`config.mk`:
```
export PLATFORM = sky130hd
export DESIGN_NAME = tap_interp_combiner
export DESIGN_NICKNAME = d
export VERILOG_FILES = /design/src/rtl/tap_interp_combiner.sv
export SDC_FILE = /design/constraint.sdc
export NUM_CORES = 1
export LEC_CHECK = 0
export BUFFER_PORTS_ARGS = -buffer_cell sky130_fd_sc_hd__buf_2
export CORE_MARGIN = 1.5
export CORE_UTILIZATION = 35
export CTS_BUF_LIST = sky130_fd_sc_hd__clkbuf_8 sky130_fd_sc_hd__clkbuf_16
export CTS_CLUSTER_DIAMETER = 100
export CTS_CLUSTER_SIZE = 40
export DETAILED_ROUTE_END_ITERATION = 6
export PLACE_DENSITY_LB_ADDON = 0.1
export RECOVER_POWER = 25
export SETUP_SLACK_MARGIN = 0.3
export SYNTH_ARGS = -nofsm -noshare
export SYNTH_HDL_FRONTEND = slang
export SYNTH_SLANG_ARGS = --single-unit
```
`constraint.sdc`:
```
create_clock -name clk -period 10.1 [get_ports clk]
set_input_delay 1.01 -clock clk [delete_from_list [all_inputs] [get_ports clk]]
set_output_delay 1.01 -clock clk [all_outputs]
set_load 0.01 [all_outputs]
```
`src/rtl/tap_interp_combiner.sv`:
```
module tap_interp_combiner #(
  parameter int TAPS    = 32,
  parameter int CW      = 16,
  parameter int FB      = 8,
  parameter int RQW     = 16,
  parameter int RATIO_Q = 5953,
  localparam int CNTW   = $clog2(TAPS + 1),
  localparam int RW     = CW + RQW + 2
) (
  input  logic                 clk,
  input  logic                 rst_n,
  input  logic [TAPS-1:0]      taps_i,
  input  logic                 tap_strobe_i,
  input  logic [CW-1:0]        coarse_i,
  input  logic                 coarse_valid_i,
  output logic                 rearm_o,
  output logic                 range_err_o,
  output logic signed [RW-1:0] result_o,
  output logic                 valid_o
);

  logic [TAPS+1:0] ext;
  logic [TAPS-1:0] fixed;
  logic [CNTW-1:0] cnt, n1_q, n2_q;
  logic [CW-1:0]   n0_q;
  logic            have_n0, have_n1, have_n2, second;
  logic            overrun, have_all;

  assign ext      = {1'b0, taps_i, 1'b1};
  assign overrun  = &taps_i;
  assign have_all = have_n0 & have_n1 & have_n2;

  always_comb begin
    for (int i = 0; i < TAPS; i++)
      fixed[i] = (ext[i] & ext[i+1]) | (ext[i] & ext[i+2]) | (ext[i+1] & ext[i+2]);
    cnt = CNTW'(TAPS);
    for (int i = TAPS - 1; i >= 0; i--)
      if (!fixed[i]) cnt = CNTW'(i);
  end

  always_ff @(posedge clk) begin
    if (!rst_n) begin
      n0_q <= '0; n1_q <= '0; n2_q <= '0;
      have_n0 <= 1'b0; have_n1 <= 1'b0; have_n2 <= 1'b0; second <= 1'b0;
      rearm_o <= 1'b0; range_err_o <= 1'b0; valid_o <= 1'b0; result_o <= '0;
    end else begin
      rearm_o     <= tap_strobe_i;
      valid_o     <= 1'b0;
      range_err_o <= 1'b0;
      if (have_all) begin
        result_o <= RW'(n0_q) * RW'(RATIO_Q) + ((RW'(n1_q) - RW'(n2_q)) << FB);
        valid_o  <= 1'b1;
        have_n0  <= 1'b0; have_n1 <= 1'b0; have_n2 <= 1'b0;
      end
      if (coarse_valid_i) begin
        n0_q    <= coarse_i;
        have_n0 <= 1'b1;
      end
      if (tap_strobe_i) begin
        if (overrun) begin
          range_err_o <= 1'b1;
          valid_o     <= 1'b0;
          second      <= 1'b0;
          have_n0 <= 1'b0; have_n1 <= 1'b0; have_n2 <= 1'b0;
        end else if (!second) begin
          n1_q <= cnt; have_n1 <= 1'b1; second <= 1'b1;
        end else begin
          n2_q <= cnt; have_n2 <= 1'b1; second <= 1'b0;
        end
      end
    end
  end

  AST_REARM_AFTER_STROBE: assert property (@(posedge clk) disable iff (!rst_n)
    tap_strobe_i |=> rearm_o);
  AST_OVERRUN_FLAGGED: assert property (@(posedge clk) disable iff (!rst_n)
    (tap_strobe_i && taps_i == '1) |=> range_err_o);
  AST_NO_VALID_WITH_ERR: assert property (@(posedge clk) disable iff (!rst_n)
    range_err_o |-> !valid_o);
  AST_VALID_SINGLE: assert property (@(posedge clk) disable iff (!rst_n)
    valid_o |=> !valid_o);
  AST_RESULT_STABLE: assert property (@(posedge clk) disable iff (!rst_n)
    !valid_o |-> $stable(result_o));

endmodule

```
== Word-level counts from Yosys, hierarchy flattened ==
Index checks and enable logic that the tools add are counted.
Word-level totals
  word-level logic and storage cells: 195
  register bits after elaboration: 69
  input port bits: 52
  output and inout bits: 37
Cells by class
  $add $sub $neg: 2
  bitwise logic cells: 127
  reductions and logical operators: 4
  muxes and demuxes: 50
  multipliers: 1
Operator list (number)
  2-to-1 mux 6 bit: 32
  bitwise AND 1 bit: 63
  bitwise OR 1 bit: 62
  AND reduction 32 bit: 1
  adder 30 x 15 -> 31 bit: 1
  multiplier 16 x 13 -> 29 bit, second input constant: 1
  2-to-1 mux 1 bit: 18
  subtractor 6 x 6 -> 7 bit: 1
  AND reduction 3 bit: 2
  inverter 1 bit: 2
  AND reduction 2 bit: 1

== Depth between registers and ports, before layout ==
  depth in word-level cells: 34
  gate-level depth with buffers: 28
  gate-level depth less buffers: 28

== Least setup slack after synthesis ==
No wires, ideal clock.
  path kind: register to register
  from: register n0_q[1]
  to: register result_o[29]
  clock period less this slack: 6.693 ns
  required time: 9.982 ns
  arrival time: 6.575 ns
  stages on the path, launching flop included: 28
  slack: 3.407 ns
  path through: dfxtp_1 ha_1 inv_1 fa_1 inv_1 fa_1 inv_1 fa_1 fa_1 inv_1 ha_1 or4_1 o221a_1 a311o_1 o311a_1 o21a_1 o21a_1 nor2_1 xnor2_1 ha_1 a21oi_1 o21ai_0 nor2b_1 a21oi_1 a221oi_1 o21ai_0 mux2i_1 nand2_1
Between the ends
  word-level cells in the longest chain between the ends: 2
RTL lines
  start, declared: line 25  | logic [CW-1:0] n0_q;
  start signal, assigned: line 56  | n0_q <= coarse_i;
  multiplier 16 x 13 -> 29 bit: line 51  | result_o <= RW'(n0_q) * RW'(RATIO_Q) + ((RW'(n1_q) - RW'(n2_q)) << FB);
  adder 30 x 15 -> 31 bit: line 51
  end signal, assigned: line 51
  end, declared: line 18  | output logic signed [RW-1:0] result_o,
Every way passes these cells.
A chain may end at the register's enable or synchronous reset.

== Worst setup path in the final report ==
  from: register n0_q[5]
  to: register result_o[29]
Same word-level chain as after synthesis.

==> results.yml <==
setup_path:
  path_class: "register to register"
  critPathLaunchType: "register"
  crit_path_max_fanout: 7
  end_kind: "register"
  required_ns: 10.33
  crit_arrival_ns: 7.38
cells_and_area:
  final_cell_count_no_fill: 1272
  regArea_sq_mm: 0.001321
  antennaDiodeCount: 0
  multi_input_area_sq_mm: 0.005598
  final_nets: 1219
  syn_to_final_growth_pct: 12.56
  drive_above_1_share: 0.1103
  fillers: 2207
die:
  core_region_area_sq_mm: 0.02109
  dieArea_sq_mm: 0.02252
  rows: 53
  start_util: 0.3589
  dieHeight_microns: 150.1
  die_w_microns: 150.1
  io-pin-count: 89
cts:
  numCtsBuffers: 9
  clockBufferDepth: 2
  ctsHoldBuffers: 0
  clkSlewWorstSetupHoldPaths_ns: 0.06
  cts_tree: "yes"
  cts_resized: 0
  root_buffer: "clkbuf_16"
  h-tree-depth: 3
  clock_latency_ns: 0.34
  post_cts_buffers: 0
  clock-sinks: 66
global_routing:
  antenna_found_initial: 0
  grt_max_degree: 58
  grt_use_total: 0.1613
  grt_first_pass_wirelength_microns: 29020
  grt_pass1_vias: 5683
  grt_overflow: 0
drt:
  dr_total_vias: 6176
  routed_wl_microns: 17390
  drc: 0
  wl_per_cell_microns: 13.67
  drt_iter0_markers: 227
  vias_per_cell: 4.855
  dr.pass1.iters: 4
  ant_nets: 0
sta:
  tightest_slew_ns: 2.785
  tns_ns: 0
  setup_viol: 0
  hold_viol: 0
  slew_headroom: -0.8564
  clock_skew_ns: 0.008178
  layout_min_cycle_time_ns: 7.150
  drv_slew: 58
  fmax_mhz: 139.9
  rsz0062_at_grt: "no"
  period_share: 0.7079
placement:
  place.gp.congestion: 0.7740
  io_buffers: 88
  dp_hpwl_microns: 14100
  place_inst: 1256
flow_run:
  cap_viol_max_count: 1
synth:
  synth_area_per_cell_sq_um: 8.165
  synth_cell_types: 59
  synth_edf_count: 0
  synth_area_sq_mm: 0.007569
  ys_seq_area_frac: 0.1746
  synth_ff_type: "dfxtp_1"
  yosysWarnings: 0
  ys_async_sr_fraction: 0
  synth_cells: 927
  synth_seq_cells: 66
  syn_nets: 1154
pwr:
  p_leak_nw: 4.258
  peakVddDrop_mv: 0.09388
  power.density_mw_per_mm2: 165.3
run_status:
  violations: "capacitance limit, slew limit"
  status: "complete, but fails checks"
hold_path:
  hold_path_class: "register to register"
-- area by class of cell --
type | instances | share of cell area
Clock buffer | 9 | 0.02644
Timing Repair Buffer | 92 | 0.05390
Tap cell | 275 | 0.04039
Multi-Input combinational cell | 691 | 0.6571
Sequential cell | 66 | 0.1551
Clock inverter | 7 | 0.008959
Inverter | 132 | 0.05816
-- state kept, by name (all words and copies together) (netlist names) --
register,flops
range_err_o,1
rearm_o,1
n2_q,6
have_n2,1
have_n0,1
n1_q,6
n0_q,16
result_o,31
second,1
have_n1,1
valid_o,1
-- layer usage --
metal | wire [microns] | GRT usage | up-vias
li1 | - | - | 3293
met1 | 9667 | 0.2467 | 2772
met2 | 6877 | 0.2335 | 103
met3 | 700 | 0.02896 | 8
met4 | 142 | 0.03088 | 0
met5 | 0 | 0 | -
-- through the flow --
step                        util  hold slack (ns)  setup slack [ns]  total power, mW  cell area, sq um
final                     0.4040           0.4459             2.950            1.408              8519
after global routing      0.4040           0.4650             2.428            1.548              8519
after CTS                 0.4045           0.4493             2.920            1.428              8531
after detailed placement  0.3902           0.4415             2.931            1.089              8229
after global placement    0.3902           0.4397             3.040            1.096              8229
after floorplan                -           0.4604             3.407           0.9166              7569
-- worst max-delay path, stage by stage (launching register included) --
cell and delay (ns):
dfxtp_1 0.50, ha_1 0.31, fa_1 0.54, inv_1 0.05, fa_1 0.50, fa_1 0.53
fa_1 0.55, inv_1 0.04, ha_1 0.22, or4_1 0.54, o221a_1 0.25, a311o_1 0.38
o311a_1 0.31, o21a_1 0.21, o21a_1 0.17, nor2_1 0.11, xnor2_1 0.14, ha_1 0.28
a21oi_1 0.15, o21ai_0 0.18, nor2b_1 0.15, a21oi_1 0.10, a221oi_1 0.39, o21ai_0 0.18
mux2i_1 0.18, nand2_1 0.06
-- cell families after synthesis --
| kind of cell | count (synthesis) | synth area share |
|---|---|---|
| AND/OR/NAND/NOR | 235 | 0.1372 |
| AO/OA/AOI/OAI | 208 | 0.1742 |
| adder cells (fa/ha/maj) | 178 | 0.3419 |
| buffers and inverters | 170 | 0.08580 |
| flip-flops | 66 | 0.1746 |
| XOR/XNOR | 41 | 0.04745 |
| multiplexers | 29 | 0.03885 |
-- cells in the mapped netlist (all sizes together), types with 4 or more instances --
library cell | instances | area share
inv | 132 | 0.065
ha | 126 | 0.21
nand2 | 97 | 0.048
a21oi | 72 | 0.048
dfxtp | 66 | 0.17
nor2 | 65 | 0.032
fa | 49 | 0.13
o21ai | 38 | 0.026
clkbuf | 32 | 0.016
xnor2 | 28 | 0.032
mux2i | 26 | 0.034
nand3 | 18 | 0.012
a21o | 13 | 0.013
xor2 | 13 | 0.015
nor3 | 11 | 0.0073
o21a | 11 | 0.011
a211oi | 9 | 0.0089
a31oi | 8 | 0.0066
o21bai | 8 | 0.0079
nand2b | 7 | 0.0058
o211ai | 7 | 0.0069
buf | 6 | 0.0045
nor2b | 6 | 0.0050
a21boi | 5 | 0.0050
and2 | 5 | 0.0041
and3 | 5 | 0.0041
nor4 | 5 | 0.0041
o22ai | 5 | 0.0041
nand4 | 4 | 0.0033
o221ai | 4 | 0.0046
-- report_power, final --
group / leakage [nW] / switching [mW] / internal, mW
logic: 3.58 / 0.452 / 0.346
registers: 0.537 / 0.0122 / 0.269
clock network: 0.142 / 0.135 / 0.193
-- path summary, 6_finish.rpt --
kind,slack (ns),startpoint,endpoint,cells past startpoint
max,2.95,n0_q[5],result_o[29],25
min reg2reg,0.45,result_o[18],result_o[18],2
max reg2reg,2.95,n0_q[5],result_o[29],25
min,0.45,result_o[18],result_o[18],2
-- layout by cell type, fill, tap and decap left out, types with 3 or more instances in the layout --
cell | Yosys | routed
dfxtp_1 | 66 | 66
a311o_1 | 3 | 3
clkbuf_1 | 32 | 7
a31oi_1 | 8 | 8
mux2i_1 | 26 | 26
o21ai_0 | 36 | 36
o21a_1 | 11 | 11
a21boi_0 | 4 | 4
nand4_1 | 4 | 4
nor2_1 | 65 | 65
xor2_1 | 13 | 13
a21oi_1 | 72 | 72
nand2_1 | 97 | 97
nand2b_1 | 7 | 7
a211oi_1 | 9 | 9
or2_2 | 3 | 3
buf_2 | 0 | 82
maj3_1 | 3 | 3
mux2_2 | 3 | 3
o211ai_1 | 7 | 7
and2_1 | 5 | 5
a21o_1 | 13 | 13
xnor2_1 | 28 | 28
nor3_1 | 11 | 11
o22ai_1 | 5 | 5
fa_1 | 49 | 49
nor2b_1 | 6 | 6
and3_1 | 5 | 5
nand3_1 | 18 | 18
inv_1 | 132 | 131
buf_4 | 3 | 3
o21bai_1 | 8 | 8
ha_1 | 126 | 126
o221ai_1 | 4 | 4
clkbuf_16 | 0 | 9
nor4_1 | 5 | 5
No activity file was read; power rests on OpenSTA's default activity.
